**config.mk**
```make
export PLATFORM = sky130hd
export DESIGN_NAME = serial_adc_frontend
export DESIGN_NICKNAME = d
export VERILOG_FILES = /design/src/rtl/adc_if_pkg.sv /design/src/rtl/adc_if_edge.sv /design/src/rtl/adc_if_frame.sv /design/src/rtl/adc_if_shift.sv /design/src/rtl/serial_adc_frontend.sv
export SDC_FILE = /design/constraint.sdc
export NUM_CORES = 1
export LEC_CHECK = 0
export ABC_AREA = 1
export BUFFER_PORTS_ARGS = -buffer_cell sky130_fd_sc_hd__buf_2
export CORE_UTILIZATION = 56
export CTS_CLUSTER_DIAMETER = 120
export DETAILED_ROUTE_END_ITERATION = 8
export PLACE_DENSITY_LB_ADDON = 0.08
export SYNTH_ARGS = -nofsm -noshare
export SYNTH_HDL_FRONTEND = slang
export SYNTH_SLANG_ARGS = --single-unit
```
**constraint.sdc**
```tcl
create_clock -name clk -period 2.46 [get_ports clk]
set_clock_uncertainty 0.15 [all_clocks]
set_input_delay 0.246 -clock clk [delete_from_list [all_inputs] [get_ports clk]]
set_output_delay 0.246 -clock clk [all_outputs]
set_load 0.01 [all_outputs]
```
**src/rtl/adc_if_pkg.sv**
```systemverilog
package adc_if_pkg;

    localparam int unsigned CTRL_BITS = 7;
    localparam int unsigned RES_BITS  = 12;
    localparam int unsigned CNT_W     = $clog2(RES_BITS);

    localparam logic [1:0] PWR_FULL = 2'b11;
    localparam logic [1:0] PWR_OFF  = 2'b00;

    typedef enum logic [2:0] {
        ST_IDLE,
        ST_CTRL,
        ST_WAIT,
        ST_STRB,
        ST_XMIT
    } frame_st_e;

    typedef struct packed {
        logic [2:0] chan;
        logic       uni;
        logic       sgl;
        logic [1:0] pd;
    } ctrl_t;

endpackage

```
**src/rtl/adc_if_edge.sv**
```systemverilog
module adc_if_edge #(
    parameter int unsigned SETTLE_CYCLES = 64
) (
    input  logic clk,
    input  logic rst_n,
    input  logic sclk_i,
    output logic rise_o,
    output logic fall_o,
    output logic ready_o
);
    localparam int unsigned CW = (SETTLE_CYCLES < 1) ? 1 : $clog2(SETTLE_CYCLES + 1);
    localparam logic [CW-1:0] LIMIT = CW'(SETTLE_CYCLES);

    typedef struct packed {
        logic          sclk;
        logic [CW-1:0] por;
    } edge_st_t;

    edge_st_t st_d, st_q;

    always_comb begin
        st_d      = st_q;
        st_d.sclk = sclk_i;
        if (st_q.por != LIMIT) begin
            st_d.por = st_q.por + CW'(1);
        end
    end

    always_ff @(posedge clk or negedge rst_n) begin
        if (!rst_n) begin
            st_q <= '0;
        end else begin
            st_q <= st_d;
        end
    end

    assign rise_o  = sclk_i & ~st_q.sclk;
    assign fall_o  = ~sclk_i & st_q.sclk;
    assign ready_o = (st_q.por == LIMIT);

    // once settled, the block stays settled until the next reset
    p_ready_sticky_r10: assert property (@(posedge clk) disable iff (!rst_n)
        ready_o |=> ready_o);

endmodule

```
**src/rtl/adc_if_frame.sv**
```systemverilog
module adc_if_frame
    import adc_if_pkg::*;
(
    input  logic  clk,
    input  logic  rst_n,
    input  logic  cs_n,
    input  logic  sdi,
    input  logic  shdn_n,
    input  logic  ready_i,
    input  logic  rise_i,
    input  logic  fall_i,
    output ctrl_t ctrl_o,
    output logic [1:0] pwr_o,
    output logic  strobe_o,
    output logic  load_o,
    output logic  show_o,
    output logic  shift_o,
    output logic  clear_o
);
    typedef struct packed {
        frame_st_e             st;
        logic [CNT_W-1:0]      cnt;
        logic [CTRL_BITS-2:0]  sh;
        ctrl_t                 ctrl;
        logic [1:0]            pwr;
    } frame_t;

    frame_t fr_d, fr_q;

    always_comb begin
        fr_d    = fr_q;
        load_o  = 1'b0;
        show_o  = 1'b0;
        shift_o = 1'b0;
        clear_o = 1'b0;
        if (!shdn_n) begin
            fr_d.st  = ST_IDLE;
            fr_d.cnt = '0;
            fr_d.pwr = PWR_FULL;
            clear_o  = 1'b1;
        end else if (cs_n) begin
            fr_d.st  = ST_IDLE;
            fr_d.cnt = '0;
            clear_o  = 1'b1;
        end else begin
            unique case (fr_q.st)
                ST_IDLE: begin
                    if (rise_i && sdi && ready_i) begin
                        fr_d.st  = ST_CTRL;
                        fr_d.cnt = '0;
                        fr_d.pwr = PWR_FULL;
                    end
                end
                ST_CTRL: begin
                    if (rise_i) begin
                        fr_d.sh  = {fr_q.sh[CTRL_BITS-3:0], sdi};
                        fr_d.cnt = fr_q.cnt + CNT_W'(1);
                        if (fr_q.cnt == CNT_W'(CTRL_BITS - 1)) begin
                            fr_d.ctrl = ctrl_t'({fr_q.sh, sdi});
                            fr_d.st   = ST_WAIT;
                        end
                    end
                end
                ST_WAIT: begin
                    if (fall_i) begin
                        fr_d.st = ST_STRB;
                        load_o  = 1'b1;
                    end
                end
                ST_STRB: begin
                    if (fall_i) begin
                        fr_d.st  = ST_XMIT;
                        fr_d.cnt = '0;
                        fr_d.pwr = fr_q.ctrl.pd;
                        show_o   = 1'b1;
                    end
                end
                ST_XMIT: begin
                    if (fall_i) begin
                        if (fr_q.cnt == CNT_W'(RES_BITS - 1)) begin
                            fr_d.st = ST_IDLE;
                            clear_o = 1'b1;
                        end else begin
                            fr_d.cnt = fr_q.cnt + CNT_W'(1);
                            shift_o  = 1'b1;
                        end
                    end
                end
                default: fr_d.st = ST_IDLE;
            endcase
        end
    end

    always_ff @(posedge clk or negedge rst_n) begin
        if (!rst_n) begin
            fr_q      <= '0;
            fr_q.st   <= ST_IDLE;
            fr_q.pwr  <= PWR_FULL;
        end else begin
            fr_q <= fr_d;
        end
    end

    assign ctrl_o   = fr_q.ctrl;
    assign pwr_o    = shdn_n ? fr_q.pwr : PWR_OFF;
    assign strobe_o = (fr_q.st == ST_STRB);

    // committed control fields move only when the control word completes
    p_ctrl_commit_r2: assert property (@(posedge clk) disable iff (!rst_n)
        !$stable(fr_q.ctrl) |-> $past(fr_q.st) == ST_CTRL);

    // a software power mode lands only at conversion end; otherwise only full power
    p_pwr_update_r7: assert property (@(posedge clk) disable iff (!rst_n)
        !$stable(fr_q.pwr) |-> ($past(fr_q.st) == ST_STRB) || (fr_q.pwr == PWR_FULL));

    // shutdown forces the frame back to idle
    p_shdn_idle_r9: assert property (@(posedge clk) disable iff (!rst_n)
        !shdn_n |=> fr_q.st == ST_IDLE);

    // no frame can begin before the settling interval ends
    p_por_block_r10: assert property (@(posedge clk) disable iff (!rst_n)
        !ready_i |-> fr_q.st == ST_IDLE);

    // the strobe only ever drops into result transfer or an abort
    p_strobe_exit_r6: assert property (@(posedge clk) disable iff (!rst_n)
        $fell(strobe_o) |-> (fr_q.st == ST_XMIT) || (fr_q.st == ST_IDLE));

    // result transfer never runs past the last bit
    p_xmit_cnt_r3: assert property (@(posedge clk) disable iff (!rst_n)
        (fr_q.st == ST_XMIT) |-> fr_q.cnt < CNT_W'(RES_BITS));

endmodule

```
**src/rtl/adc_if_shift.sv**
```systemverilog
module adc_if_shift
    import adc_if_pkg::*;
(
    input  logic                clk,
    input  logic                rst_n,
    input  logic                load_i,
    input  logic                show_i,
    input  logic                shift_i,
    input  logic                clear_i,
    input  logic [RES_BITS-1:0] result_i,
    output logic                sdo_o
);
    typedef struct packed {
        logic [RES_BITS-1:0] shreg;
        logic                valid;
    } shift_t;

    shift_t sh_d, sh_q;

    always_comb begin
        sh_d = sh_q;
        if (clear_i) begin
            sh_d.valid = 1'b0;
        end else if (load_i) begin
            sh_d.shreg = result_i;
            sh_d.valid = 1'b0;
        end else if (show_i) begin
            sh_d.valid = 1'b1;
        end else if (shift_i) begin
            sh_d.shreg = {sh_q.shreg[RES_BITS-2:0], 1'b0};
        end
    end

    always_ff @(posedge clk or negedge rst_n) begin
        if (!rst_n) begin
            sh_q <= '0;
        end else begin
            sh_q <= sh_d;
        end
    end

    assign sdo_o = sh_q.valid & sh_q.shreg[RES_BITS-1];

    // load, present and shift requests from the sequencer never overlap
    p_ctl_excl_r3: assert property (@(posedge clk) disable iff (!rst_n)
        $countones({load_i, show_i, shift_i}) <= 1);

    // shifting only happens while a result is being presented
    p_shift_after_show_r3: assert property (@(posedge clk) disable iff (!rst_n)
        shift_i |-> sh_q.valid);

endmodule

```
**src/rtl/serial_adc_frontend.sv**
```systemverilog
module serial_adc_frontend
    import adc_if_pkg::*;
#(
    parameter int unsigned SETTLE_CYCLES = 64
) (
    input  logic                clk,
    input  logic                rst_n,
    input  logic                cs_n,
    input  logic                sclk,
    input  logic                sdi,
    input  logic                shdn_n,
    input  logic [11:0]         result_i,
    output logic                sdo_o,
    output logic                sdo_oe_o,
    output logic                sstrb_o,
    output logic                sstrb_oe_o,
    output logic [2:0]          chan_o,
    output logic                unipolar_o,
    output logic                single_o,
    output logic [1:0]          pwr_o,
    output logic                ready_o
);
    logic  rise, fall, ready;
    logic  load, show, shift, clear, strobe;
    ctrl_t ctrl;

    adc_if_edge #(.SETTLE_CYCLES(SETTLE_CYCLES)) u_edge (
        .clk     (clk),
        .rst_n   (rst_n),
        .sclk_i  (sclk),
        .rise_o  (rise),
        .fall_o  (fall),
        .ready_o (ready)
    );

    adc_if_frame u_frame (
        .clk      (clk),
        .rst_n    (rst_n),
        .cs_n     (cs_n),
        .sdi      (sdi),
        .shdn_n   (shdn_n),
        .ready_i  (ready),
        .rise_i   (rise),
        .fall_i   (fall),
        .ctrl_o   (ctrl),
        .pwr_o    (pwr_o),
        .strobe_o (strobe),
        .load_o   (load),
        .show_o   (show),
        .shift_o  (shift),
        .clear_o  (clear)
    );

    adc_if_shift u_shift (
        .clk      (clk),
        .rst_n    (rst_n),
        .load_i   (load),
        .show_i   (show),
        .shift_i  (shift),
        .clear_i  (clear),
        .result_i (result_i),
        .sdo_o    (sdo_o)
    );

    assign sdo_oe_o   = ~cs_n;
    assign sstrb_oe_o = ~cs_n;
    assign sstrb_o    = strobe;
    assign chan_o     = ctrl.chan;
    assign unipolar_o = ctrl.uni;
    assign single_o   = ctrl.sgl;
    assign ready_o    = ready;

endmodule

```
-- Yosys cells after proc, flatten, opt, wreduce, memory -nomap -nowiden
Cells that the tools add are included.
Widths: inputs -> output; s select.
- reductions and logical operators: 11
- bitwise logic cells: 7
- eq/ne operators: 22
- muxes and demuxes: 41
- $add $sub $neg: 2
- operators by type and width (kind ; number):
    $mux 7 ; 6
    $mux 12 ; 2
    $mux 20 ; 1
    $ne 4x3->1 const B ; 5
    $mux 1 ; 19
    $pmux 4 s4 ; 1
    $pmux 3 s5 ; 1
    $mux 13 ; 1
    $ne 4x4->1 const B ; 3
    $mux 2 ; 5
    $mux 3 ; 3
    $reduce_and 4->1 ; 2
    $add 7x1->7 const B ; 1
    $eq 7x7->1 const B ; 1
    $ne 7x7->1 const B ; 1
    $reduce_and 7->1 ; 1
    $eq 3x2->1 const B ; 2
    $ne 3x2->1 const B ; 2
    $ne 6x2->1 const B ; 1
    $reduce_and 6->1 ; 1
    $reduce_and 5->1 ; 1
    $add 4x1->4 const B ; 1
    $eq 4x3->1 const B ; 1
    $eq 4x4->1 const B ; 1
    other kinds (13) ; 20
- input bits: 18
- register bits: 43
- logic and storage cells: 95
- output and inout bits: 12

-- Logic depth before layout (Yosys ltp)
- depth after elaboration: 10
- depth in mapped cells: 10

-- Hierarchy
From an unflattened synthesis, not the netlist that was laid out.
- cells, all modules: 336
- area total of the unflattened synthesis: 2539.9 µm²
- by module, submodules not included (module ; instances ; cells each ; area each (µm²) ; seq. area each (µm²)):
    adc_if_frame ; 1 ; 187 ; 1443.9 ; 553.0
    adc_if_shift ; 1 ; 100 ; 686.9 ; 325.3
    adc_if_edge ; 1 ; 47 ; 397.9 ; 200.2
    serial_adc_frontend ; 1 ; 2 ; 11.3 ; 0.0

-- Worst setup path after synthesis
Ideal clock, no wire load.
- path type: flip-flop to flip-flop
- start point: register u_edge.st_q[0] (netlist bit)
- end point: register u_frame.fr_q[15] (netlist bit)
- path buffers: 0
- required time: 2.192 ns
- cell stages (with the launch flop): 10
- path slack: 0.816 ns
- clock period less this slack: 1.644 ns
- data arrival time: 1.376 ns
- library setup time: 0.118 ns
- path through: dfrtp_1 inv_1 ha_1 nand2_1 inv_1 nand3_1 o21bai_1 nand3_1 nand3_1 nand2_1
- cells in the longest elaborated chain, start to end: 4
- ends and longest elaborated chain (element ; RTL line ; source):
    start, declared ; adc_if_edge.sv:19 ; edge_st_t st_d, st_q;
    start signal, assigned ; adc_if_edge.sv:33 ; st_q <= st_d;
    $eq 7x7->1 ; adc_if_edge.sv:39 ; assign ready_o = (st_q.por == LIMIT);
    $logic_and 1x1->1 ; adc_if_frame.sv:48 ; if (rise_i && sdi && ready_i) begin
    $ne 4x3->1 (no line) ; - ;
    $reduce_and 6->1 (no line) ; - ;
    end signal, assigned ; adc_if_frame.sv:100 ; fr_q <= fr_d;
    end, declared ; adc_if_frame.sv:28 ; frame_t fr_d, fr_q;
Every way passes these cells.
A chain may end at the register's enable or synchronous reset.

-- Worst setup path in the final report
- start point: register u_edge.st_q[1] (netlist bit)
- end point: register u_frame.fr_q[16] (netlist bit)
The elaborated chain is that of the path after synthesis.

==> impl_summary.txt <==
----------------------------------------------------
[Critical path]
  Worst path arrival time ... 2.03 ns
  Origin of the critical flop-to-flop path ... u_edge.st_q[1]$_DFFE_PN0N_
  Critical Setup Path Class ... flop to flop
  Worst-case register-to-register setup slack ... 0.47 ns
  Worst endpoint required time ... 2.50 ns
  Crit end category ... flop
  Register-to-Register Path Depth ... 9
  Sort of element at the start of the critical path ... flop
  Crit path max fanout ... 8
  Reg-to-Reg End ... u_frame.fr_q[16]$_DFFE_PN0P_

[Clock tree]
  # Post-CTS Setup Buffers ... 0
  TritonCTS clock tree ... built
  H-tree levels ... 2
  Largest buffer count on any clock path ... 2
  Clock tree root buffer cell ... sky130_fd_sc_hd__clkbuf_8
  Clock transition at path regs ... 0.09 ns
  Cells resized by post-CTS repair ... 0
  Worst skew pair latency ... 0.30 ns
  Number of clock sinks ... 43
  Total clock buffers created by CTS ... 5

[Timing]
  Relative slew slack ... 65.4%
  Achievable clock frequency ... 502 MHz
  Final setup violation count ... 0
  Final-report hold violation count ... 0
  Tightest Pin Transition ... 0.518 ns
  Setup repair after global routing missed its margin ... no
  Portion of the clock cycle consumed by the worst path in the final layout ... 81.0%
  Crit path time final ... 1.99 ns
  Setup Total Neg Slack ... 0 ns
  Max Slew Vio Count ... 0

[Floorplan]
  Core Area ... 3770 sq um
  Number of placed I/O pins ... 30
  Total Die Area ... 4310 sq um
  Number of rows created at floorplan ... 22
  Chip height ... 65.6 um
  Initial core utilization ... 60.2%
  Die span in x ... 65.6 um

[Synthesis]
  Most frequent cells after synthesis ... 75 x sky130_fd_sc_hd__nand2_1, 41 x sky130_fd_sc_hd__dfrtp_1, 35 x sky130_fd_sc_hd__nor2_1
  Synthesized instance count ... 282
  Most frequent cell after synthesis ... sky130_fd_sc_hd__nand2_1
  Number of flip-flops and latches in the synthesized netlist ... 43
  Top cells by area, synth ... sky130_fd_sc_hd__dfrtp_1 45%, sky130_fd_sc_hd__nand2_1 12%, sky130_fd_sc_hd__nor2_1 5.8%
  Average cell area after synthesis ... 8.04 sq um
  Seq/Total Area, Yosys ... 47.5%
  Cell type with the largest total area after synthesis ... sky130_fd_sc_hd__dfrtp_1
  Share of the synthesized area in the top cell type ... 45.2%
  Synth Flop Type ... sky130_fd_sc_hd__dfrtp_1
  Syn nets ... 304
  Warning count from the yosys run ... 0
  Share of flip-flops with an asynchronous set or reset ... 100%
  Post-synthesis instance area ... 2270 sq um
  Number of distinct library cells after synthesis ... 30
  Number of enable-type register cells in the synthesized netlist ... 0

[Place]
  Port bufs ... 29
  HPWL after DPL ... 3140 um
  Inst Count DP ... 350
  Placer's final routability congestion estimate ... 0.899

[Global route]
  Global-route wire length before repair ... 7610 um
  Busiest grt layer ... met2
  Via count of the first global-routing pass ... 1661
  Met3 layer usage reported by global route ... 4.17%
  GR met1 Demand/Resource ... 33.1%
  Antenna violations before repair ... 0
  All-layer global routing usage ... 23.3%
  M2 GR Usage ... 35.3%
  Global-route congestion overflow total ... 0
  Largest net degree at the start of global routing ... 24

[Routing]
  Via/cell ratio ... 5.07
  Starting DRT DRC Count ... 142
  Number of search-and-repair iterations in the first detailed-routing pass ... 4
  Routed wirelength normalized by instance count ... 12.0 um
  Vias post-DR ... 1824
  Post-detailed-routing wire length ... 4320 um
  Number of remaining DRC errors ... 0
  Detail Route Antenna Nets ... 0

[Pwr]
  Worst VDD drop ... 0.425 mV
  Power Dens Cells ... 604 nW/um^2
  Leak Pwr ... 1.31 nW

[Min path]
  Worst-case hold path end point ... u_shift.sh_q[1]$_DFFE_PN0P_
  Hold crit path type ... input pin to flop
  Min-delay src ... result_i[0]
  WHS Path Cells ... 3

[Cells and area]
  Diode count ... 0
  Count of filler cells inserted in the layout ... 316
  Layout cell share with drive strength beyond 1 ... 20.8%
  Count of nets after finishing ... 333
  Area delta synth->final ... 12.0%
  Final Non-Filler Cells ... 360

[Run status]
  Run status ... finished, final reports clean

[Flow run]
  Max-capacitance violation count ... 0

----------------------------------------------------
==> area by class of cell <==
class / count / area [sq um] / share of cell area [%]
multi-input combinational: 196 / 986 / 38.8
sequential: 43 / 1080 / 42.4
tap: 48 / 60.1 / 2.36
clock buffer: 5 / 68.8 / 2.71
timing repair buffer: 34 / 188 / 7.39
inverter: 31 / 116 / 4.58
clock inverter: 3 / 43.8 / 1.72
==> how the worst max path moves through the flow <==
| stage | start | endpoint | slack, ns | cells past startpoint |
|---|---|---|---|---|
| 5_1_grt | u_edge.st_q[1]$_DFFE_PN0N_ | u_frame.fr_q[17]$_DFFE_PN0P_ | 0.27 | 9 |
| 3_3_place_gp | u_edge.st_q[0]$_DFFE_PN0N_ | u_frame.fr_q[17]$_DFFE_PN0P_ | 0.56 | 9 |
| 3_5_place_dp | u_edge.st_q[0]$_DFFE_PN0N_ | u_frame.fr_q[15]$_DFFE_PN0P_ | 0.55 | 9 |
| 2_1_floorplan | u_edge.st_q[0]$_DFFE_PN0N_ | u_frame.fr_q[15]$_DFFE_PN0P_ | 0.82 | 9 |
| 4_1_cts | u_edge.st_q[0]$_DFFE_PN0N_ | u_frame.fr_q[15]$_DFFE_PN0P_ | 0.47 | 9 |
| 6_report | u_edge.st_q[1]$_DFFE_PN0N_ | u_frame.fr_q[16]$_DFFE_PN0P_ | 0.47 | 9 |
==> state kept, by name, indices dropped and copies added (netlist names) <==
signal and flops:
u_frame.fr_q 15, u_shift.sh_q 13, u_edge.st_q 8, u_frame.ctrl_o 7
==> through the flow <==
| step | setup slack [ns] | power (mW) | hold slack, ns | utilization (%) | cell area (sq um) |
|---|---|---|---|---|---|
| 6_report | 0.467 | 1.53 | 0.00908 | 67.4 | 2540 |
| 5_1_grt | 0.270 | 1.61 | 0.0161 | 67.4 | 2540 |
| 4_1_cts | 0.465 | 1.54 | 0.0139 | 67.4 | 2540 |
| 3_5_place_dp | 0.554 | 0.991 | 0.0821 | 63.9 | 2410 |
| 3_3_place_gp | 0.564 | 0.987 | 0.0849 | 63.9 | 2410 |
| 2_1_floorplan | 0.816 | 0.926 | -0.200 | - | 2270 |
==> metal layers <==
metal / wire length, um / part of all wire (%)
met3: 140 / 3.2
met5: 0 / 0
met2: 1970 / 46
met1: 2150 / 50
met4: 60 / 1.4
==> where the power goes <==
group / total (mW) / switching [mW] / leakage (nW) / internal, mW
Combinational: 0.177 / 0.113 / 0.703 / 0.0647
Clock: 0.557 / 0.254 / 0.0581 / 0.303
Sequential: 0.800 / 0.0320 / 0.547 / 0.768
==> cell usage in the layout, fill, tap and decap left out <==
master,netlist,final
sky130_fd_sc_hd__nand2_1,75,75
sky130_fd_sc_hd__nand4_1,3,3
sky130_fd_sc_hd__nor2_2,3,3
sky130_fd_sc_hd__nor2_4,1,1
sky130_fd_sc_hd__a211oi_1,1,1
sky130_fd_sc_hd__buf_4,6,3
sky130_fd_sc_hd__dfrtp_1,41,41
sky130_fd_sc_hd__bufinv_16,0,1
sky130_fd_sc_hd__dlygate4sd3_1,0,2
sky130_fd_sc_hd__or2_2,1,1
sky130_fd_sc_hd__a22oi_1,1,1
sky130_fd_sc_hd__o21ai_2,7,7
sky130_fd_sc_hd__inv_2,5,5
sky130_fd_sc_hd__a21oi_2,1,1
sky130_fd_sc_hd__nand3_2,1,1
sky130_fd_sc_hd__ha_1,4,4
sky130_fd_sc_hd__clkbuf_8,0,5
sky130_fd_sc_hd__clkinv_4,0,1
sky130_fd_sc_hd__a31oi_1,11,11
sky130_fd_sc_hd__o21bai_1,1,1
sky130_fd_sc_hd__o21ai_4,1,1
sky130_fd_sc_hd__o21ai_0,12,12
sky130_fd_sc_hd__clkinv_2,0,1
sky130_fd_sc_hd__nor2_1,35,35
sky130_fd_sc_hd__inv_1,26,26
sky130_fd_sc_hd__buf_2,4,29
sky130_fd_sc_hd__xnor2_1,2,2
sky130_fd_sc_hd__a21oi_1,3,3
sky130_fd_sc_hd__dfstp_2,2,2
sky130_fd_sc_hd__xor2_1,5,5
sky130_fd_sc_hd__nor3_1,2,2
sky130_fd_sc_hd__nand3_1,22,22
sky130_fd_sc_hd__o21ai_1,1,1
sky130_fd_sc_hd__nand2_2,3,3
==> logic make-up (layout without fill, tap and decap cells) <==
kind of cell,Yosys count,in the layout,share of synthesized area [%]
fa+ha+maj,4,4,2.21
flops,43,43,47.5
simple gates,146,146,27.2
compound gates,39,39,11.4
buf+inv,43,73,8.99
xor+xnor,7,7,2.70
==> worst max-delay path, cell delays in order (launching register included) <==
cell and delay (ns):
sky130_fd_sc_hd__dfrtp_1 0.41, sky130_fd_sc_hd__inv_1 0.10, sky130_fd_sc_hd__ha_1 0.17, sky130_fd_sc_hd__nand2_1 0.05, sky130_fd_sc_hd__inv_1 0.05, sky130_fd_sc_hd__nand3_1 0.23
sky130_fd_sc_hd__o21bai_1 0.32, sky130_fd_sc_hd__nand3_1 0.22, sky130_fd_sc_hd__nand3_1 0.12, sky130_fd_sc_hd__nand2_1 0.06
==> timing repair <==
item,4_1_cts,5_1_grt
hold buffers,2,0
endpoints found under the setup margin,0,0
hold endpoints to repair,20,0
Note: power is estimated with default switching activity, not from simulation.
